--- src/rtl/rxf_pkg.sv ---
package rxf_pkg;

    localparam int WORD_W = 32;
    localparam int KEY_W  = 8;

    typedef enum logic [1:0] {
        PS_EXPECT = 2'd0,
        PS_IDWORD = 2'd1,
        PS_BODY   = 2'd2,
        PS_SKIP   = 2'd3
    } pstate_t;

    typedef enum logic [1:0] {
        EC_NONE       = 2'd0,
        EC_JUMBO      = 2'd1,
        EC_INCOMPLETE = 2'd2,
        EC_CORRUPT    = 2'd3
    } errc_t;

    typedef struct packed {
        logic [WORD_W-1:0] data;
        logic              sof;
        logic              eof;
    } beat_t;

    function automatic logic key_hit(input logic [WORD_W-1:0] w,
                                     input logic [KEY_W-1:0]  k);
        return w[WORD_W-1 -: KEY_W] == k;
    endfunction

endpackage

--- src/rtl/rxf_classify.sv ---
module rxf_classify
    import rxf_pkg::*;
#(
    parameter int LEN_W = 12
) (
    input  logic [WORD_W-1:0] word,
    input  logic [KEY_W-1:0]  hdr_key,
    input  logic [KEY_W-1:0]  ftr_key,
    input  logic [LEN_W-1:0]  len_cur,
    input  logic [LEN_W-1:0]  max_len,
    output logic              is_hdr,
    output logic              is_ftr,
    output logic              over_len
);
    logic [LEN_W:0] len_next;

    always_comb begin
        is_hdr   = key_hit(word, hdr_key);
        is_ftr   = key_hit(word, ftr_key);
        len_next = {1'b0, len_cur} + 1'b1;
        over_len = len_next > {1'b0, max_len};
    end
endmodule

--- src/rtl/rxf_errcnt.sv ---
module rxf_errcnt
    import rxf_pkg::*;
#(
    parameter int CNT_W = 16,
    parameter int NTYPE = 3
) (
    input  logic                        clk,
    input  logic                        rst,
    input  logic                        stb,
    input  errc_t                       code,
    output logic [NTYPE-1:0][CNT_W-1:0] cnt
);
    for (genvar g = 0; g < NTYPE; g++) begin : g_cnt
        always_ff @(posedge clk) begin
            if (rst) begin
                cnt[g] <= '0;
            end else if (stb && (int'(code) == g + 1) && (cnt[g] != '1)) begin
                cnt[g] <= cnt[g] + 1'b1;
            end
        end
    end
endmodule

--- src/rtl/rxf_parser.sv ---
module rxf_parser
    import rxf_pkg::*;
#(
    parameter int LEN_W  = 12,
    parameter int EVID_W = 20,
    parameter int CNT_W  = 16,
    localparam int BCID_W = WORD_W - EVID_W
) (
    input  logic              clk,
    input  logic              rst,
    input  logic [31:0]       fifo_data,
    input  logic              fifo_empty,
    output logic              fifo_rd,
    input  logic [7:0]        hdr_key,
    input  logic [7:0]        ftr_key,
    input  logic [LEN_W-1:0]  max_len,
    input  logic              abort,
    output logic [31:0]       out_data,
    output logic              out_sof,
    output logic              out_eof,
    output logic              out_valid,
    input  logic              out_ready,
    output logic [EVID_W-1:0] out_evid,
    output logic [BCID_W-1:0] out_bcid,
    output logic              err_stb,
    output logic [1:0]        err_code,
    output logic [CNT_W-1:0]  cnt_jumbo,
    output logic [CNT_W-1:0]  cnt_incomplete,
    output logic [CNT_W-1:0]  cnt_corrupt
);
    localparam int NTYPE = 3;

    pstate_t state_q, state_d;
    logic [LEN_W-1:0] len_q, len_d;
    beat_t beat_q, beat_d;
    logic valid_q, fwd, cap_id, rd;
    errc_t err_d, err_q;
    logic err_stb_q;
    logic [EVID_W-1:0] evid_q;
    logic [BCID_W-1:0] bcid_q;
    logic is_hdr, is_ftr, over_len;
    logic [NTYPE-1:0][CNT_W-1:0] cnt;

    rxf_classify #(.LEN_W(LEN_W)) i_cls (
        .word     (fifo_data),
        .hdr_key  (hdr_key),
        .ftr_key  (ftr_key),
        .len_cur  (len_q),
        .max_len  (max_len),
        .is_hdr   (is_hdr),
        .is_ftr   (is_ftr),
        .over_len (over_len)
    );

    assign rd = !fifo_empty && !abort && (!valid_q || out_ready);

    always_comb begin
        state_d = state_q;
        len_d   = len_q;
        fwd     = 1'b0;
        cap_id  = 1'b0;
        err_d   = EC_NONE;
        beat_d  = '{data: fifo_data, sof: 1'b0, eof: 1'b0};
        if (abort) begin
            state_d = PS_SKIP;
        end else if (rd) begin
            if (is_hdr) begin
                if (state_q == PS_IDWORD || state_q == PS_BODY) begin
                    err_d = EC_INCOMPLETE;
                end
                fwd        = 1'b1;
                beat_d.sof = 1'b1;
                len_d      = LEN_W'(1);
                state_d    = PS_IDWORD;
            end else begin
                unique case (state_q)
                    PS_EXPECT: begin
                        err_d   = EC_CORRUPT;
                        state_d = PS_SKIP;
                    end
                    PS_SKIP: ;
                    default: begin
                        if (over_len) begin
                            err_d   = EC_JUMBO;
                            state_d = PS_SKIP;
                        end else begin
                            fwd   = 1'b1;
                            len_d = len_q + 1'b1;
                            if (state_q == PS_IDWORD) begin
                                cap_id  = 1'b1;
                                state_d = PS_BODY;
                            end else if (is_ftr) begin
                                beat_d.eof = 1'b1;
                                state_d    = PS_EXPECT;
                            end
                        end
                    end
                endcase
            end
        end
    end

    always_ff @(posedge clk) begin
        if (rst) begin
            state_q   <= PS_EXPECT;
            len_q     <= '0;
            valid_q   <= 1'b0;
            beat_q    <= '0;
            err_q     <= EC_NONE;
            err_stb_q <= 1'b0;
            evid_q    <= '0;
            bcid_q    <= '0;
        end else begin
            state_q   <= state_d;
            len_q     <= len_d;
            err_q     <= err_d;
            err_stb_q <= err_d != EC_NONE;
            if (fwd) begin
                valid_q <= 1'b1;
                beat_q  <= beat_d;
            end else if (out_ready) begin
                valid_q <= 1'b0;
            end
            if (cap_id) begin
                evid_q <= fifo_data[WORD_W-1 -: EVID_W];
                bcid_q <= fifo_data[BCID_W-1:0];
            end
        end
    end

    rxf_errcnt #(.CNT_W(CNT_W), .NTYPE(NTYPE)) i_cnt (
        .clk  (clk),
        .rst  (rst),
        .stb  (err_stb_q),
        .code (err_q),
        .cnt  (cnt)
    );

    assign fifo_rd        = rd;
    assign out_data       = beat_q.data;
    assign out_sof        = beat_q.sof;
    assign out_eof        = beat_q.eof;
    assign out_valid      = valid_q;
    assign out_evid       = evid_q;
    assign out_bcid       = bcid_q;
    assign err_stb        = err_stb_q;
    assign err_code       = err_q;
    assign cnt_jumbo      = cnt[0];
    assign cnt_incomplete = cnt[1];
    assign cnt_corrupt    = cnt[2];
endmodule

--- config.mk ---
export PLATFORM = sky130hd
export DESIGN_NAME = rxf_parser
export DESIGN_NICKNAME = d
export VERILOG_FILES = /design/src/rtl/rxf_pkg.sv /design/src/rtl/rxf_classify.sv /design/src/rtl/rxf_errcnt.sv /design/src/rtl/rxf_parser.sv
export SDC_FILE = /design/constraint.sdc
export NUM_CORES = 1
export LEC_CHECK = 0
export ABC_AREA = 1
export BUFFER_PORTS_ARGS = -buffer_cell sky130_fd_sc_hd__buf_4
export CAP_MARGIN = 30
export CORE_MARGIN = 4
export CORE_UTILIZATION = 47
export CTS_CLUSTER_SIZE = 28
export DETAILED_ROUTE_END_ITERATION = 10
export PLACE_DENSITY_LB_ADDON = 0.25
export SYNTH_ARGS = -nofsm -noshare
export SYNTH_HDL_FRONTEND = slang
export SYNTH_SLANG_ARGS = --single-unit
--- constraint.sdc ---
create_clock -name clk -period 3.2 [get_ports clk]
set_input_delay 0.48 -clock clk [delete_from_list [all_inputs] [get_ports clk]]
set_output_delay 0.48 -clock clk [all_outputs]
set_load 0.01 [all_outputs]
Word-level counts from Yosys, hierarchy flattened
Cells that the tools add are included.
Widths: inputs -> output; s select.
{"block": "op_classes", "addsub": 5, "order_cmp": 1, "reduce_logical": 21, "n_bitwise": 1, "n_eq_ne": 14, "mux": 37}
{"cell": "$add 16x1->16 const B", "count": 3}
{"cell": "$ne 16x16->1 const B", "count": 3}
{"cell": "$mux 12", "count": 3}
{"cell": "$mux 2", "count": 12}
{"cell": "$mux 1", "count": 20}
{"cell": "$eq 8x8->1", "count": 2}
{"cell": "$add 12x1->13 const B", "count": 1}
{"cell": "$gt 13x12->1", "count": 1}
{"cell": "$add 12x1->12 const B", "count": 1}
{"cell": "$eq 2x2->1 const B", "count": 4}
{"cell": "$logic_and 1x1->1", "count": 8}
{"cell": "$pmux 2 s2", "count": 2}
{"cell": "$reduce_bool 2->1", "count": 3}
{"cell": "$reduce_bool 6->1", "count": 1}
{"cell": "$eq 2x1->1 const B", "count": 2}
{"cell": "$ne 2x1->1 const B", "count": 2}
{"cell": "$reduce_and 4->1", "count": 1}
{"cell": "$logic_not 1->1", "count": 3}
{"cell": "$ne 3x2->1 const B", "count": 1}
{"cell": "$reduce_and 3->1", "count": 1}
{"cell": "$logic_not 2->1", "count": 1}
{"cell": "$logic_or 1x1->1", "count": 2}
{"cell": "$reduce_or 2->1", "count": 1}
{"cell": "$not 1->1", "count": 1}
{"block": "word_totals", "output_inout_bits": 119, "ff_bits": 132, "in_bits": 65, "elab_cells": 92}

Depth between registers and ports, before layout
{"block": "logic_depth", "depth_word": 8, "mapped_depth": 23, "depth_no_buf": 22}

Hierarchy
Synthesis repeated with hierarchy kept, for this count alone.
{"block": "hier_totals", "cells_unflattened": 1008, "area_unflattened_um2": 6916.6}
{"module": "rxf_parser", "area_each_um2": 3318.2, "n_inst": 1, "cells_each": 434, "seq_area_each_um2": 1681.6}
{"module": "rxf_errcnt", "area_each_um2": 2829.0, "n_inst": 1, "cells_each": 451, "seq_area_each_um2": 960.9}
{"module": "rxf_classify", "area_each_um2": 769.5, "n_inst": 1, "cells_each": 123, "seq_area_each_um2": 0.0}

Worst setup path after synthesis
OpenSTA, ideal clock, no wires.
{"block": "synth_path", "path_kind": "reg-to-reg", "startpoint": "register len_q[0]", "endpoint": "register bcid_q[10], in the netlist out_bcid[10]", "setup_time_ns": 0.132, "path_buffers": 1, "arrival_time_ns": 2.601, "setup_slack_ns": 0.467, "t_required_ns": 3.068, "path_stages_with_launch": 18, "period_less_slack_ns": 2.733, "cell_sequence": "dfxtp_1 -> ha_1 -> nand2_1 -> nor2_4 -> nand2_1 -> nor2_1 -> xor2_1 -> inv_1 -> ha_1 -> a21oi_1 -> nor2_1 -> nor3b_1 -> nand2_2 -> a21oi_4 -> nand2_2 -> buf_6 -> nand2_1 -> a21oi_1"}
{"block": "synth_via", "elab_chain_len": 7}
{"element": "from (decl)", "line_no": "rxf_parser.sv:34", "text": "logic [LEN_W-1:0] len_q, len_d;"}
{"element": "from (signal assigned)", "line_no": "rxf_parser.sv:115", "text": "len_q <= len_d;"}
{"element": "$add 12x1->13", "line_no": "rxf_classify.sv:20", "text": "len_next = {1'b0, len_cur} + 1'b1;"}
{"element": "$gt 13x12->1", "line_no": "rxf_classify.sv:21", "text": "over_len = len_next > {1'b0, max_len};"}
{"element": "$mux 1", "line_no": "rxf_parser.sv:83", "text": "if (over_len) begin"}
{"element": "$mux 1", "line_no": "rxf_parser.sv:76", "text": "unique case (state_q)"}
{"element": "$mux 1", "line_no": "rxf_parser.sv:67", "text": "if (is_hdr) begin"}
{"element": "$mux 1", "line_no": "rxf_parser.sv:66", "text": "end else if (rd) begin"}
{"element": "$mux 1", "line_no": "rxf_parser.sv:64", "text": "if (abort) begin"}
{"element": "to (signal assigned)", "line_no": "rxf_parser.sv:126", "text": "bcid_q <= fifo_data[BCID_W-1:0];"}
{"element": "to (decl)", "line_no": "rxf_parser.sv:40", "text": "logic [BCID_W-1:0] bcid_q;"}
Every way passes these cells.
A chain may end at the register's enable or synchronous reset.

Worst setup path after layout
{"block": "layout_path", "startpoint": "register len_q[1]", "endpoint": "register beat_q (netlist bit out_data[31])"}
{"block": "layout_via", "elab_chain_len": 7}
{"element": "$add 12x1->13", "line_no": "rxf_classify.sv:20"}
{"element": "$gt 13x12->1", "line_no": "rxf_classify.sv:21"}
{"element": "$mux 1", "line_no": "rxf_parser.sv:83"}
{"element": "$mux 1", "line_no": "rxf_parser.sv:76"}
{"element": "$mux 1", "line_no": "rxf_parser.sv:67"}
{"element": "$mux 1", "line_no": "rxf_parser.sv:66"}
{"element": "$mux 1", "line_no": "rxf_parser.sv:64"}
{"element": "to (signal assigned)", "line_no": "rxf_parser.sv:120", "text": "beat_q <= beat_d;"}
{"element": "to (decl)", "line_no": "rxf_parser.sv:35", "text": "beat_t beat_q, beat_d;"}
Every way passes these cells.

==> qor.txt <==
largest net degree at the start of global routing: 67
post-synthesis mux area share: 0
Worst path max stage delay: 350 ps
outcome: complete, no violations
clock sinks: 132
largest family of logic cells by synthesized area: simple AND/OR/NAND/NOR gates
critical path type: reg -> reg
flops & latches, synth: 132
antenna violations before repair: 0
commonest non-fill, non-tap cells in the layout: nand2_1 (247), buf_4 (194), nor2_1 (136)
VDD IR max: 0.000395 V
Post-Route WL: 18400 um
Compound-Gate Fraction of Synth Area: 0.107
Synth Area in XOR/XNOR: 0.0402
Worst Setup Start Kind: flip-flop
area post-placement: 8290 um2
Final #Nets: 1263
area leader, netlist: dfxtp_1
relative slew slack: 0.489
grt ovf: 0
Die Y: 128 um
design area: 9030 um2
CTS tree: built
Hold WS: 345 ps
post-cts resize count: 0
Antenna Diode Count: 0
Core Area: 14000 um2
# IOs: 184
Unique masters post-synth: 35
Crit-path slowest cell: dfxtp_1
HP Class: in -> reg
crit path cell chain: ha_1, nand2_1, nor2_4, nand2_1, nor2_1, xor2_1, inv_1, ha_1, a21oi_2, nor2_1, nor3b_2, nand2_2, nand2_2, nand3_2, nand2_8, clkbuf_16, nand2_1, nand2_1, nor2_1
Synth-to-Final Area Change: 33.7%
simple-gate share of the synthesized area: 0.317
syn avg cell area: 6.79 um2
Post-synth EDFFs: 0
final worst path period need: 2870 ps
Fin. Hold Viols: 0
count of pins over their slew limit: 0
root buf cell: clkbuf_16
Syn Inst Count: 995
Post-synth top flop: dfxtp_1
yosys warns: 0
initial core utilization: 0.483
CP Data Required Time: 3510 ps
Rows: 43
reg2reg setup slack: 330 ps
Slew @ Worst Pin: 766 ps
fill count: 1305
Synth Area in Adders: 0.0371
vias in the first global route: 6286
share of layout cells above drive strength 1: 0.212
clk buf depth: 2
Final period util: 0.898
router iterations before antenna repair: 5
top cells by area in the synthesized netlist: dfxtp_1 (39%), nand2_1 (14%), nor2_1 (7.6%)
Multi-input gate area: 3410 um2
endpoint type of the worst setup path: flip-flop
part of the Yosys area used for sequential elements: 0.391
# Post-CTS Setup Buffers: 0
Max-Cap Viols: 0
total CTS buffers: 17
Critical Path AT: 3180 ps
Largest delay share family, worst path: simple AND/OR/NAND/NOR gates
DP HPWL: 12800 um
vias per std cell: 5.00
Setup Skew: 8.12 ps
RSZ-0062 raised after global routing: no
Peak Freq: 0.348 GHz
Post-DRT Antenna Nets: 0
CTS H-tree lvls: 4
synthesized area: 6750 um2
Die Area: 16300 um2
Storage cell area: 2640 um2
first-pass GRT wire length: 29400 um
gr usage total: 0.219
setup TNS: 0 ps
clk_lat worst skew: 420 ps
WP buf/inv: 2
most frequent CP cell: nand2_1
Final GP Congestion: 0.869
commonest non-fill, non-tap cell in the layout: nand2_1
drt wl/cell: 13.4 um
DR iter-0 viols: 464
clock slew at reported path FFs: 60 ps
largest fanout on the critical path: 10
cts hold-fix bufs: 0
Buffers on Ports: 183
top-area cell type share of the netlist area: 0.391
syn_nets: 1080
drc violations: 0
Final setup viols: 0
detailed-route via count: 6856
pwr dens: 486 nW/um2
Static Leak: 4.04 nW
Chip Width: 128 um
ys async rst share: 0
-- power breakdown --
| part | internal [mW] | total (mW) | switching, mW |
|---|---|---|---|
| clock | 1.34 | 2.10 | 0.760 |
| sequential | 1.70 | 1.73 | 0.0327 |
| combinational | 0.252 | 0.558 | 0.306 |
| total | 3.29 | 4.38 | 1.10 |
-- layer usage --
layer | global-route usage | vias to the layer above | wire [um]
met5 | 0 | - | 0
met1 | 0.271 | 3083 | 7940
met2 | 0.363 | 214 | 8850
li1 | - | 3530 | -
met4 | 0.0824 | 0 | 321
met3 | 0.0625 | 29 | 1280
-- cells in the mapped netlist, types with 3 or more instances --
library cell  number
a211oi_1           3
a21oi_1           92
buf_2              8
buf_6             10
clkbuf_1          18
dfxtp_1          132
ha_1              20
inv_1            128
inv_2              3
nand2_1          247
nand2_2            6
nand3_1           60
nand4_1           22
nor2_1           136
nor3_1            20
nor4_1             7
o21ai_0           30
o21bai_1           3
xnor2_1           19
xor2_1            12
-- area by class of cell --
| class | instances | area share |
|---|---|---|
| Sequential cell | 132 | 0.293 |
| Inverter | 132 | 0.0549 |
| Timing Repair Buffer | 201 | 0.178 |
| Clock buffer | 18 | 0.0486 |
| Multi-Input combinational cell | 694 | 0.378 |
| Clock inverter | 14 | 0.0222 |
| Tap cell | 180 | 0.0249 |
-- logic make-up after synthesis --
group | count (synthesis)
buffers and inverters | 169
AO/OA/AOI/OAI | 136
AND/OR/NAND/NOR | 507
flip-flops | 132
XOR/XNOR | 31
adder cells (fa/ha/maj) | 20
-- stage by stage --
| step | power (mW) | worst slack [ps] | utilization | instances |
|---|---|---|---|---|
| final | 4.38 | 326 | 0.646 | 1371 |
| after global routing | 4.55 | 25.0 | 0.646 | 1371 |
| after CTS | 4.39 | 164 | 0.638 | 1368 |
| after detailed placement | 2.30 | 181 | 0.592 | 1336 |
| after global placement | 2.29 | 249 | 0.592 | 1336 |
| after floorplan | 2.07 | 467 | - | 995 |
-- worst min-delay path, cell delays in order --
cell     delay (ps)
buf_4           110
nand3_1          70
a21oi_1          60
-- state kept, by name, summed over array words and instances (netlist names) --
| name | count |
|---|---|
| state_q | 2 |
| out_data | 32 |
| out_eof | 1 |
| out_sof | 1 |
| err_stb | 1 |
| out_bcid | 12 |
| out_evid | 20 |
| err_code | 2 |
| i_cnt.cnt | 48 |
| len_q | 12 |
| out_valid | 1 |
-- path summary, 6_finish.rpt --
path | to | from | cells past startpoint
min | out_evid[3] | fifo_data[15] | 3
min reg2reg | out_bcid[9] | out_bcid[9] | 2
max reg2reg | out_data[31] | len_q[1] | 19
max | out_data[31] | len_q[1] | 19
No activity file was read; power rests on OpenSTA's default activity.
